File: src/rtl/wdog_pkg.sv
package wdog_pkg;
  localparam int DATA_W = 32;
  localparam int ADDR_W = 4;
  localparam int CNT_W  = 16;
  localparam int KEY_W  = 16;

  // byte offsets seen by software
  localparam logic [ADDR_W-1:0] OFS_CTRL  = 4'h4;
  localparam logic [ADDR_W-1:0] OFS_COUNT = 4'h8;
  localparam logic [ADDR_W-1:0] OFS_SVC   = 4'hE;

  // configuration word bit positions
  localparam int CB_PRE    = 0;
  localparam int CB_SEL    = 1;
  localparam int CB_EN     = 2;
  localparam int CB_TO_LSB = 16;
  localparam int CB_FLAGS  = 3;

  localparam logic [KEY_W-1:0] KEY_ARM  = 16'h556C;
  localparam logic [KEY_W-1:0] KEY_FIRE = 16'hAA39;

  typedef enum logic {KS_IDLE = 1'b0, KS_ARMED = 1'b1} key_st_t;

  typedef struct packed {
    logic [CNT_W-1:0] timeout;
    logic             en;
    logic             rsel;
    logic             pre;
  } cfg_t;
endpackage

File: src/rtl/wdog_ctrl_reg.sv
module wdog_ctrl_reg
  import wdog_pkg::*;
(
  input  logic             clk,
  input  logic             rst_n,
  input  logic             wr_ctrl,
  input  logic [CNT_W-1:0] wr_timeout,
  input  logic             wr_en,
  input  logic             wr_rsel,
  input  logic             wr_pre,
  output cfg_t             cfg,
  output logic             locked,
  output logic             start
);
  cfg_t cfg_q, cfg_d;
  logic lock_q, lock_d;

  always_comb begin
    cfg_d  = cfg_q;
    lock_d = lock_q;
    start  = 1'b0;
    if (wr_ctrl && !lock_q) begin
      cfg_d.timeout = wr_timeout;
      cfg_d.en      = wr_en;
      cfg_d.rsel    = wr_rsel;
      cfg_d.pre     = wr_pre;
      lock_d        = 1'b1;
      start         = wr_en;
    end
  end

  always_ff @(posedge clk or negedge rst_n) begin
    if (!rst_n) begin
      cfg_q.timeout <= '1;
      cfg_q.en      <= 1'b0;
      cfg_q.rsel    <= 1'b0;
      cfg_q.pre     <= 1'b0;
      lock_q        <= 1'b0;
    end else begin
      cfg_q  <= cfg_d;
      lock_q <= lock_d;
    end
  end

  assign cfg    = cfg_q;
  assign locked = lock_q;
endmodule

File: src/rtl/wdog_prescaler.sv
module wdog_prescaler #(
  parameter int PRE_W = 16
) (
  input  logic clk,
  input  logic rst_n,
  input  logic run,
  input  logic bypass,
  input  logic clear,
  output logic tick
);
  generate
    if (PRE_W == 0) begin : g_none
      logic unused_pre;
      assign unused_pre = clk ^ rst_n ^ bypass ^ clear;
      assign tick = run;
    end else begin : g_div
      logic [PRE_W-1:0] pc_q, pc_d;
      logic             wrap;

      assign wrap = &pc_q;

      always_comb begin
        pc_d = pc_q;
        if (clear)              pc_d = '0;
        else if (run && !bypass) pc_d = pc_q + 1'b1;
      end

      always_ff @(posedge clk or negedge rst_n) begin
        if (!rst_n) pc_q <= '0;
        else        pc_q <= pc_d;
      end

      assign tick = run && (bypass || wrap);
    end
  endgenerate
endmodule

File: src/rtl/wdog_key_fsm.sv
module wdog_key_fsm
  import wdog_pkg::*;
(
  input  logic             clk,
  input  logic             rst_n,
  input  logic             wr_svc,
  input  logic [KEY_W-1:0] key,
  output logic             fire
);
  key_st_t st_q, st_d;

  always_comb begin
    st_d = st_q;
    fire = 1'b0;
    if (wr_svc) begin
      unique case (st_q)
        KS_IDLE:  st_d = (key == KEY_ARM) ? KS_ARMED : KS_IDLE;
        KS_ARMED: begin
          fire = (key == KEY_FIRE);
          st_d = KS_IDLE;
        end
        default:  st_d = KS_IDLE;
      endcase
    end
  end

  always_ff @(posedge clk or negedge rst_n) begin
    if (!rst_n) st_q <= KS_IDLE;
    else        st_q <= st_d;
  end
endmodule

File: src/rtl/wdog_down_counter.sv
module wdog_down_counter #(
  parameter int W = 16
) (
  input  logic         clk,
  input  logic         rst_n,
  input  logic         run,
  input  logic         load,
  input  logic [W-1:0] load_val,
  input  logic         tick,
  output logic [W-1:0] cnt,
  output logic         expired
);
  logic [W-1:0] cnt_q, cnt_d;
  logic         exp_q, exp_d;
  logic         at_zero;

  assign at_zero = (cnt_q == '0);

  always_comb begin
    cnt_d = cnt_q;
    if (load)                 cnt_d = load_val;
    else if (tick && !at_zero) cnt_d = cnt_q - 1'b1;
    exp_d = exp_q | (run & at_zero);
  end

  always_ff @(posedge clk or negedge rst_n) begin
    if (!rst_n) begin
      cnt_q <= '0;
      exp_q <= 1'b0;
    end else begin
      cnt_q <= cnt_d;
      exp_q <= exp_d;
    end
  end

  assign cnt     = cnt_q;
  assign expired = exp_q;
endmodule

File: src/rtl/wdog_keyed.sv
module wdog_keyed
  import wdog_pkg::*;
#(
  parameter int PRE_W = 16
) (
  input  logic              clk,
  input  logic              rst_n,
  input  logic              bus_wr,
  input  logic [ADDR_W-1:0] bus_addr,
  input  logic [DATA_W-1:0] bus_wdata,
  output logic [DATA_W-1:0] bus_rdata,
  output logic              wdt_rst_req,
  output logic              wdt_irq
);
  localparam int PAD_W = DATA_W - CNT_W - CB_FLAGS;

  logic [1:0]        rs_q;
  logic              rst_sync_n;
  cfg_t              cfg;
  logic              cfg_locked;
  logic              start;
  logic              svc_fire;
  logic              reload_ok;
  logic              load;
  logic [CNT_W-1:0]  load_val;
  logic              tick;
  logic [CNT_W-1:0]  count_q;
  logic              expired;
  logic [DATA_W-1:0] ctrl_word;
  logic              wr_ctrl, wr_svc;
  logic              unused_wdata;

  // asynchronous assertion, synchronous release
  always_ff @(posedge clk or negedge rst_n) begin
    if (!rst_n) rs_q <= '0;
    else        rs_q <= {rs_q[0], 1'b1};
  end
  assign rst_sync_n = rs_q[1];

  assign wr_ctrl = bus_wr && (bus_addr == OFS_CTRL);
  assign wr_svc  = bus_wr && (bus_addr == OFS_SVC);
  assign unused_wdata = ^bus_wdata[CB_TO_LSB-1:CB_FLAGS];

  wdog_ctrl_reg u_ctrl (
    .clk        (clk),
    .rst_n      (rst_sync_n),
    .wr_ctrl    (wr_ctrl),
    .wr_timeout (bus_wdata[CB_TO_LSB +: CNT_W]),
    .wr_en      (bus_wdata[CB_EN]),
    .wr_rsel    (bus_wdata[CB_SEL]),
    .wr_pre     (bus_wdata[CB_PRE]),
    .cfg        (cfg),
    .locked     (cfg_locked),
    .start      (start)
  );

  wdog_key_fsm u_keys (
    .clk    (clk),
    .rst_n  (rst_sync_n),
    .wr_svc (wr_svc),
    .key    (bus_wdata[KEY_W-1:0]),
    .fire   (svc_fire)
  );

  assign reload_ok = svc_fire && cfg.en && !expired && (count_q != '0);
  assign load      = start || reload_ok;
  assign load_val  = start ? bus_wdata[CB_TO_LSB +: CNT_W] : cfg.timeout;

  wdog_prescaler #(.PRE_W(PRE_W)) u_pre (
    .clk    (clk),
    .rst_n  (rst_sync_n),
    .run    (cfg.en),
    .bypass (!cfg.pre),
    .clear  (load),
    .tick   (tick)
  );

  wdog_down_counter #(.W(CNT_W)) u_cnt (
    .clk      (clk),
    .rst_n    (rst_sync_n),
    .run      (cfg.en),
    .load     (load),
    .load_val (load_val),
    .tick     (tick),
    .cnt      (count_q),
    .expired  (expired)
  );

  assign ctrl_word = {cfg.timeout, {PAD_W{1'b0}}, cfg.en, cfg.rsel, cfg.pre};

  always_comb begin
    unique case (bus_addr)
      OFS_CTRL:  bus_rdata = ctrl_word;
      OFS_COUNT: bus_rdata = {{(DATA_W-CNT_W){1'b0}}, count_q};
      default:   bus_rdata = '0;
    endcase
  end

  assign wdt_rst_req = expired &&  cfg.rsel;
  assign wdt_irq     = expired && !cfg.rsel;
endmodule

File: config.mk
export PLATFORM = sky130hd
export DESIGN_NAME = wdog_keyed
export DESIGN_NICKNAME = d
export VERILOG_FILES = /design/src/rtl/wdog_pkg.sv /design/src/rtl/wdog_ctrl_reg.sv /design/src/rtl/wdog_prescaler.sv /design/src/rtl/wdog_key_fsm.sv /design/src/rtl/wdog_down_counter.sv /design/src/rtl/wdog_keyed.sv
export SDC_FILE = /design/constraint.sdc
export NUM_CORES = 1
export LEC_CHECK = 0
export BUFFER_PORTS_ARGS = -buffer_cell sky130_fd_sc_hd__buf_2
export CELL_PAD_IN_SITES_DETAIL_PLACEMENT = 0
export CELL_PAD_IN_SITES_GLOBAL_PLACEMENT = 1
export CORE_MARGIN = 5
export CORE_UTILIZATION = 38
export CTS_CLUSTER_DIAMETER = 80
export DETAILED_ROUTE_END_ITERATION = 12
export PLACE_DENSITY_LB_ADDON = 0.08
export SYNTH_ARGS = -nofsm -noshare
export SYNTH_HDL_FRONTEND = slang
export SYNTH_SLANG_ARGS = --single-unit
File: constraint.sdc
create_clock -name clk -period 1.55 [get_ports clk]
set_input_delay 0.31 -clock clk [delete_from_list [all_inputs] [get_ports clk]]
set_output_delay 0.31 -clock clk [all_outputs]
set_load 0.005 [all_outputs]
# Word level (Yosys, flattened, before mapping)
# Cells that the tools add are included.
# word_totals
reg_bits,56
inputBits,39
elab_cells,54
out_inout_bits,34
# op_classes
bitwise,3
n_mux,11
n_eq_ne,5
addsub,2
reduce_logical,23
# op_table
cell,count
$mux 16,5
$pmux 32 s2,1
$add 16x1->16 const B,1
$eq 16x15->1 const B,1
$eq 16x16->1 const B,1
$logic_not 16->1,1
$reduce_and 16->1,1
$reduce_bool 16->1,1
$sub 16x1->16 const B,1
$logic_and 1x1->1,11
$eq 4x4->1 const B,2
$logic_not 1->1,5
$eq 4x3->1 const B,1
$mux 1,4
$reduce_bool 2->1,2
$logic_or 1x1->1,2
$pmux 1 s2,1
$and 1x1->1,1
$not 1->1,1
$or 1x1->1,1

# Longest topological paths before layout
# Gate-level depths: netlist of run 1.
# logic_depth
ltp_word,8
ltp_mapped,9
mapped_depth_nobuf,8

# Cells and area by module
# From an unflattened synthesis of run 1, not the netlist that was laid out.
# hier_totals
cells_unflattened,324
hier_area_um2,3450.8
# modules_own_cells
module,area_per_inst_um2,cells_each,instances
wdog_down_counter,1019.7,108,1
wdog_ctrl_reg,854.6,44,1
wdog_prescaler,844.6,85,1
wdog_keyed,590.6,72,1
wdog_key_fsm,141.4,15,1

# Least setup slack after synthesis of run 1
# OpenSTA, ideal clock, no wires.
# synth_timing
kind,register to register
from,"reg u_cnt.cnt_q[0], in the netlist u_cnt.cnt[0]"
to,"reg u_cnt.cnt_q[9], in the netlist u_cnt.cnt[9]"
setup_slack_ns,-0.438
stages_incl_launch_ff,9
arrival_ns,1.867
required_ns,1.429
n_path_buf,0
cell_sequence,dfrtp_1 -> inv_1 -> ha_1 -> nor3b_1 -> nand4_4 -> nand2_4 -> nor2_2 -> or3_1 -> a22o_1
# synth_via
elab_chain_cells,4
elab_cells_between_ends,10
# synth_lines
element,line_no,rtl
"start, declared",wdog_down_counter.sv:13,"logic [W-1:0] cnt_q, cnt_d;"
"start signal, assigned",wdog_down_counter.sv:31,cnt_q <= cnt_d;
branches (longest 4 deep; another with $sub 16x1->16),--,
# Several ways; the timed one is not identified. The select of a mux whose other input is x is not followed.
# A chain may end at the register's enable or synchronous reset.

# Final worst setup path of run 1
# layout_timing
from,"reg u_cnt.cnt_q[5], in the netlist u_cnt.cnt[5]"
to,"reg u_cnt.cnt_q[9], in the netlist u_cnt.cnt[9]"
# The elaborated chain is that of the path after synthesis.

==> results of run 1 <==
## where the power goes
group / total [W] / leakage, nW / switching, W / internal (W)
clock network: 0.000824 / 0.0453 / 0.000514 / 0.000310
registers: 0.00239 / 0.629 / 0.000386 / 0.00200
logic: 0.00335 / 1.87 / 0.00150 / 0.00186
## Yosys cell counts, types with 4 or more instances
library cell	instances	area share, %
a22o_1	4	1.0
o21ai_0	6	0.88
and2_1	31	5.7
nor3_1	9	1.3
nor4_4	4	2.5
buf_6	6	2.0
nor4_1	5	0.91
nand4_1	8	1.5
xor2_1	10	2.6
xnor2_1	11	2.8
mux2_2	18	5.9
inv_1	9	0.99
nor2_1	34	3.7
nand2_1	23	2.5
o22ai_1	5	0.91
dfrtp_1	40	29
nand3_1	13	1.9
a22oi_1	5	1.1
or3_1	4	0.73
dfstp_2	16	12
a21oi_1	8	1.2
## what timing repair did
item,CTS,global route
pin swaps,56,28
hold buffers,1,0
buffers inserted,20,3
endpoints found under the setup margin,64,65
hold endpoints to repair,2,0
resized for setup,102,55
cloned,4,0
## metrics by stage
| step | util (%) | setup TNS (ns) | instances |
|---|---|---|---|
| after global placement | 54.01 | -14.76 | 611 |
| after CTS | 62.41 | -6.548 | 644 |
| after global routing | 65.23 | -13.05 | 645 |
| after floorplan | - | -6.282 | 341 |
| after detailed placement | 54.01 | -15.28 | 611 |
| final | 65.23 | -8.808 | 645 |
## routing by layer
| layer | global-route usage (%) | wire (um) | part of all wire (%) |
|---|---|---|---|
| met4 | 4.475 | 133 | 1.2 |
| met2 | 32.96 | 5429 | 49 |
| met5 | 0 | 0 | 0 |
| met3 | 3.206 | 505 | 4.6 |
| met1 | 28.38 | 4961 | 45 |
## critical path, delay by kind of cell, from the launching register on
kind | cells | cell delay [ns]
compound gates | 1 | 0.18
flops | 1 | 0.41
simple gates | 5 | 0.98
buf+inv | 2 | 0.31
## worst max-delay path by stage
stage	start	cells past startpoint	to
after floorplan	u_cnt.cnt[2]	7	u_cnt.cnt[9]
final	u_cnt.cnt[5]	8	u_cnt.cnt[9]
after detailed placement	bus_wdata[8]	7	u_cnt.cnt[13]
after global placement	bus_wdata[8]	7	u_cnt.cnt[13]
after global routing	u_cnt.cnt[4]	6	u_cnt.cnt[10]
after CTS	u_cnt.cnt[3]	7	u_cnt.cnt[10]
## cells in the final DEF (no fill, tap or decap), types with 4 or more instances in the layout
cell	n
nor2_4	16
xnor2_1	10
xor2_2	6
nor4_4	8
o22ai_1	5
buf_2	50
nand2_1	21
dfstp_2	16
and2_4	19
o21ai_1	4
buf_8	6
buf_6	37
nand3_1	11
a22o_1	4
mux2_2	18
clkbuf_8	5
o21ai_0	4
nor3_1	5
inv_1	7
a21oi_1	6
or3_1	4
dfrtp_1	38
nor2_1	17
buf_4	104
xor2_1	4
and2_1	12
nand4_1	8
## state kept, by name, indices dropped and copies added (netlist names)
| register | count |
|---|---|
| u_ctrl.cfg | 19 |
| u_cnt.expired | 1 |
| u_ctrl.locked | 1 |
| u_keys.st_q | 1 |
| u_cnt.cnt | 16 |
| u_pre.g_div.pc_q | 16 |
| rs_q | 2 |
## area by class of cell
| cell class | instances | area [sq um] | area share [%] |
|---|---|---|---|
| Multi-Input combinational cell | 261 | 2379 | 41.61 |
| Timing Repair Buffer | 203 | 1663 | 29.09 |
| Inverter | 9 | 33.78 | 0.5909 |
| Sequential cell | 56 | 1424 | 24.91 |
| Clock inverter | 3 | 13.76 | 0.2408 |
| Clock buffer | 5 | 68.82 | 1.204 |
| Tap cell | 108 | 135.1 | 2.364 |
## cells by family (layout without fill, tap and decap cells)
| logic type | Yosys count | in the layout | share of synthesized area (%) |
|---|---|---|---|
| XOR/XNOR | 21 | 21 | 5.379 |
| multiplexers | 19 | 19 | 6.220 |
| AO/OA/AOI/OAI | 50 | 50 | 10.21 |
| flip-flops | 56 | 56 | 41.57 |
| buffers and inverters | 24 | 220 | 4.280 |
| AND/OR/NAND/NOR | 167 | 167 | 31.14 |
| other | 1 | 1 | 0.1097 |
| adder cells (fa/ha/maj) | 3 | 3 | 1.098 |
==> impl_metrics.yaml, run 1 <==
synth:
  ys.flop_type: "dfrtp_1"
  seq_area_frac_synth_pct: 41.57
  synth-seq-cells: 56
  synthArstFlopShare_pct: 100.0
  syn_nets: 383
  synth_edf_count: 0
  synthCells: 341
  synth_area_per_cell_sq_um: 10.03
  ys_types: 66
  yosys_warnings: 0
  synthesis.area_sq_mm: 0.003420
layout:
  syn2layout_area_growth_pct: 67.18
  final_nets: 578
  diodes: 0
  postLayoutCellArea_sq_mm: 0.005717
  layout-drive-gt1-share_pct: 64.43
  fill_cells: 740
grt:
  antenna_found_initial: 0
  grt_pass1_vias: 3538
  grt_start_max_net_pins: 26
  grt_first_pass_wirelength_um: 18130
  track_usage_pct: 20.22
  overflow: 0
place:
  post-dp-hpwl_um: 7937
  place_congestion: 0.8704
  port-buffer-count: 72
  pre_cts_ws_ns: -0.6108
  placed_cell_area_sq_mm: 0.004733
floorplan:
  start_util_pct: 39.02
  dieWidth_um: 104.9
  pin_count: 73
  die-area_sq_mm: 0.01100
  core_area_sq_mm: 0.008763
  die_h_um: 104.9
  num_rows: 34
sta:
  grt_setup_unrepaired: "yes"
  postLayoutSetupSlackWorst_ns: -0.4355
  final-hold-violation-count: 0
  setup_viol: 62
  period_needed_ns: 1.986
  drv_slew: 0
  skew_ns: 0.006899
  fin_crit_sh_pct: 128.1
  max_freq_mhz: 503.6
  hold_slack_ns: 0.2119
setup_path:
  reg2reg_depth: 8
  end_kind: "flip-flop"
  path_common_cell: "nor4_4"
  crit_chain: "buf_6 > nor4_4 > buf_4 > nand4_4 > nand2_4 > nor4_4 > or3_1 > a22o_1"
  crit_slowest_cell: "dfrtp_1"
  timing.rr.end: "u_cnt.cnt[9]"
  rrSetupSlack_ns: -0.44
  critical_path_arrival_ns: 2.20
  worstPathMaxFanout: 5
  r2r_start: "u_cnt.cnt[5]"
  start_kind: "flip-flop"
  cpPeakStageDelay_ns: 0.41
  critPathRequiredTime_ns: 1.77
  path_class: "reg -> reg"
run_status:
  outcome: "finished, violations left"
  violations: "negative setup slack"
cts:
  insertion_delay_ns: 0.31
  clock_sinks: 56
  cts_tree: "done"
  cts_made_buffers: 5
  clk_path_buf_depth: 2
  clk_pin_slew_worst_paths_ns: 0.11
  cts-htree-levels: 2
  clockRootBuffer: "clkbuf_8"
routing:
  first_iter_violations: 110
  drc: 0
  vias: 3349
  antenna_left: 0
  vias_per_cell: 5.192
  drt_wl_total_um: 11030
  wl_per_cell_um: 17.10
  firstDrtPassIters: 4
power_and_ir_drop:
  p_leak_nw: 2.547
  p_per_area_mw_per_mm2: 1149
  peakVddDrop_uv: 673.9
  power_w: 0.006568
flow_run:
  maxCapViolations: 0
worst_hold_path:
  hp-class: "reg -> async"
No activity file was read; power rests on OpenSTA's default activity.
==> run 2, diff against run 1 <==
--- a/config.mk
+++ b/config.mk
@@ -5,7 +5,7 @@
 export SDC_FILE = /design/constraint.sdc
 export NUM_CORES = 1
 export LEC_CHECK = 0
-export BUFFER_PORTS_ARGS = -buffer_cell sky130_fd_sc_hd__buf_2
+export BUFFER_PORTS_ARGS = -buffer_cell sky130_fd_sc_hd__buf_4
 export CELL_PAD_IN_SITES_DETAIL_PLACEMENT = 0
 export CELL_PAD_IN_SITES_GLOBAL_PLACEMENT = 1
 export CORE_MARGIN = 5
==> run 2 against run 1 <==
Net effect:
- the run still ends with negative setup slack left
- sequential share of layout area rose by 0.38 points
- final area shrank 1.4%
- wire length is 1.3% higher
- clock skew grew 0.00073 ns
- sequential power is essentially flat
- non-clock buffer count decreased by 15
- global-route usage decreased by 1.2 points
- clock power grew 5.7%
- worst setup slack better by 0.043 ns
- combinational power shrank 6.0%
- via count shrank 1.7%
- highest routed layer unchanged
==> impl_metrics.yaml, run 2 (same netlist as run 1, synthesis figures left out) <==
routing:
  first_iter_violations: 161
  drt_wl_total_um: 11170
  wl_per_cell_um: 17.73
  vias: 3292
  firstDrtPassIters: 4
  antenna_left: 0
  drc: 0
  vias_per_cell: 5.225
floorplan:
  start_util_pct: 39.02
  die-area_sq_mm: 0.01100
  pin_count: 73
  core_area_sq_mm: 0.008763
  num_rows: 34
  dieWidth_um: 104.9
  die_h_um: 104.9
cts:
  clockRootBuffer: "clkbuf_8"
  clk_path_buf_depth: 2
  cts_made_buffers: 5
  clock_sinks: 56
  cts-htree-levels: 2
  insertion_delay_ns: 0.32
  cts_tree: "done"
  clk_pin_slew_worst_paths_ns: 0.10
place:
  placed_cell_area_sq_mm: 0.004831
  place_congestion: 0.8824
  port-buffer-count: 72
  dp.cells: 600
  pre_cts_ws_ns: -0.5071
  post-dp-hpwl_um: 7661
setup_path:
  start_kind: "flip-flop"
  path_class: "reg -> reg"
  end_kind: "flip-flop"
  reg2reg_depth: 7
  critPathRequiredTime_ns: 1.76
  worstPathMaxFanout: 6
  crit_chain: "nor4_4 > buf_4 > nand4_4 > nand2_4 > nor2_4 > or3_1 > a22o_1"
  crit_slowest_cell: "dfrtp_2"
  cpPeakStageDelay_ns: 0.45
  critical_path_arrival_ns: 2.15
layout:
  diodes: 0
  layout_commonest_cell: "buf_4"
  largest_reg_flops: 19
  postLayoutCellArea_sq_mm: 0.005637
  mostFrequentLayoutCells: "buf_4 (143), dfrtp_1 (37), buf_6 (36)"
  fill_cells: 729
  final_cells: 630
  syn2layout_area_growth_pct: 64.84
  final_nets: 563
  layout-drive-gt1-share_pct: 60.54
power_and_ir_drop:
  p_leak_nw: 2.511
  swShare_pct: 36.05
  peakVddDrop_uv: 600.4
  p_clk_share_pct: 13.6
  power_w: 0.006422
  netSwitchingPower_w: 0.002315
  power_frac_comb_pct: 49.1
  p_int_w: 0.004107
  p_per_area_mw_per_mm2: 1139
  p_seq_share_pct: 37.4
sta:
  drv_slew: 0
  period_needed_ns: 1.942
  final-hold-violation-count: 0
  postLayoutSetupSlackWorst_ns: -0.3922
  tns_ns: -11.57
  grt_setup_unrepaired: "yes"
  setup_viol: 54
  fin_crit_sh_pct: 125.3
  max_freq_mhz: 514.9
  skew_ns: 0.007632
grt:
  grt_start_max_net_pins: 55
  grt_pass1_vias: 3396
  overflow: 0
  grt_first_pass_wirelength_um: 17240
  antenna_found_initial: 0
  track_usage_pct: 19.06
run_status:
  violations: "negative setup slack"
  outcome: "finished, violations left"
flow_run:
  maxCapViolations: 0
worst_hold_path:
  hp-class: "in -> reg"
  holdPathStages: 3
## run 2: power groups by stage
stage / logic (W) / clock network [W] / registers [W]
after global placement: 0.00246 / 0 / 0.00238
after detailed placement: 0.00250 / 0 / 0.00239
after floorplan: 0.00125 / 0 / 0.00245
final: 0.00315 / 0.000871 / 0.00240
after global routing: 0.00339 / 0.000954 / 0.00247
after CTS: 0.00291 / 0.000896 / 0.00238
## run 2: cell type report
class	count	area, sq um	area share [%]
Inverter	9	33.78	0.5993
Tap cell	108	135.1	2.397
Multi-Input combinational cell	261	2298	40.78
Sequential cell	56	1425	25.28
Timing Repair Buffer	188	1654	29.35
Clock buffer	8	90.09	1.598
## run 2: path summary, 6_finish.rpt
| path | from | end | slack, ns |
|---|---|---|---|
| min in group asynchronous | rs_q[1] | u_pre.g_div.pc_q[15] | 0.27 |
| max in group asynchronous | rs_q[1] | u_ctrl.cfg[8] | 0.98 |
| worst min register to register | rs_q[1] | u_pre.g_div.pc_q[15] | 0.27 |
| worst max-delay path | u_cnt.cnt[4] | u_cnt.cnt[9] | -0.39 |
| worst min-delay path | bus_wdata[24] | u_cnt.cnt[8] | 0.23 |
| worst max register to register | u_cnt.cnt[4] | u_cnt.cnt[9] | -0.39 |
## run 2: routing by layer
layer | global-route usage [%] | wire, um
met4 | 4.475 | 117
met2 | 31.47 | 5431
met5 | 0 | 0
met3 | 3.514 | 550
met1 | 25.96 | 5067
## run 2: repair_timing
item / 4_1_cts / 5_1_grt
hold buffers: 1 / 0
resized for setup: 57 / 79
buffers inserted: 11 / 8
hold endpoints to repair: 2 / 0
cloned: 2 / 3
endpoints found under the setup margin: 51 / 65
pin swaps: 26 / 32
## run 2: critical path: cells and delay by family (launching register included)
family | cells | cell delay [ns]
AND/OR/NAND/NOR | 5 | 1.03
buffers and inverters | 1 | 0.17
AO/OA/AOI/OAI | 1 | 0.19
flip-flops | 1 | 0.45
## run 2: per-stage QoR
stage               util [%]  hold slack, ns
floorplan                  -         0.01441
global placement       55.13         0.09277
detailed placement     55.13         0.09516
CTS                    60.38          0.2100
global route           64.32          0.2188
finish                 64.32          0.2295
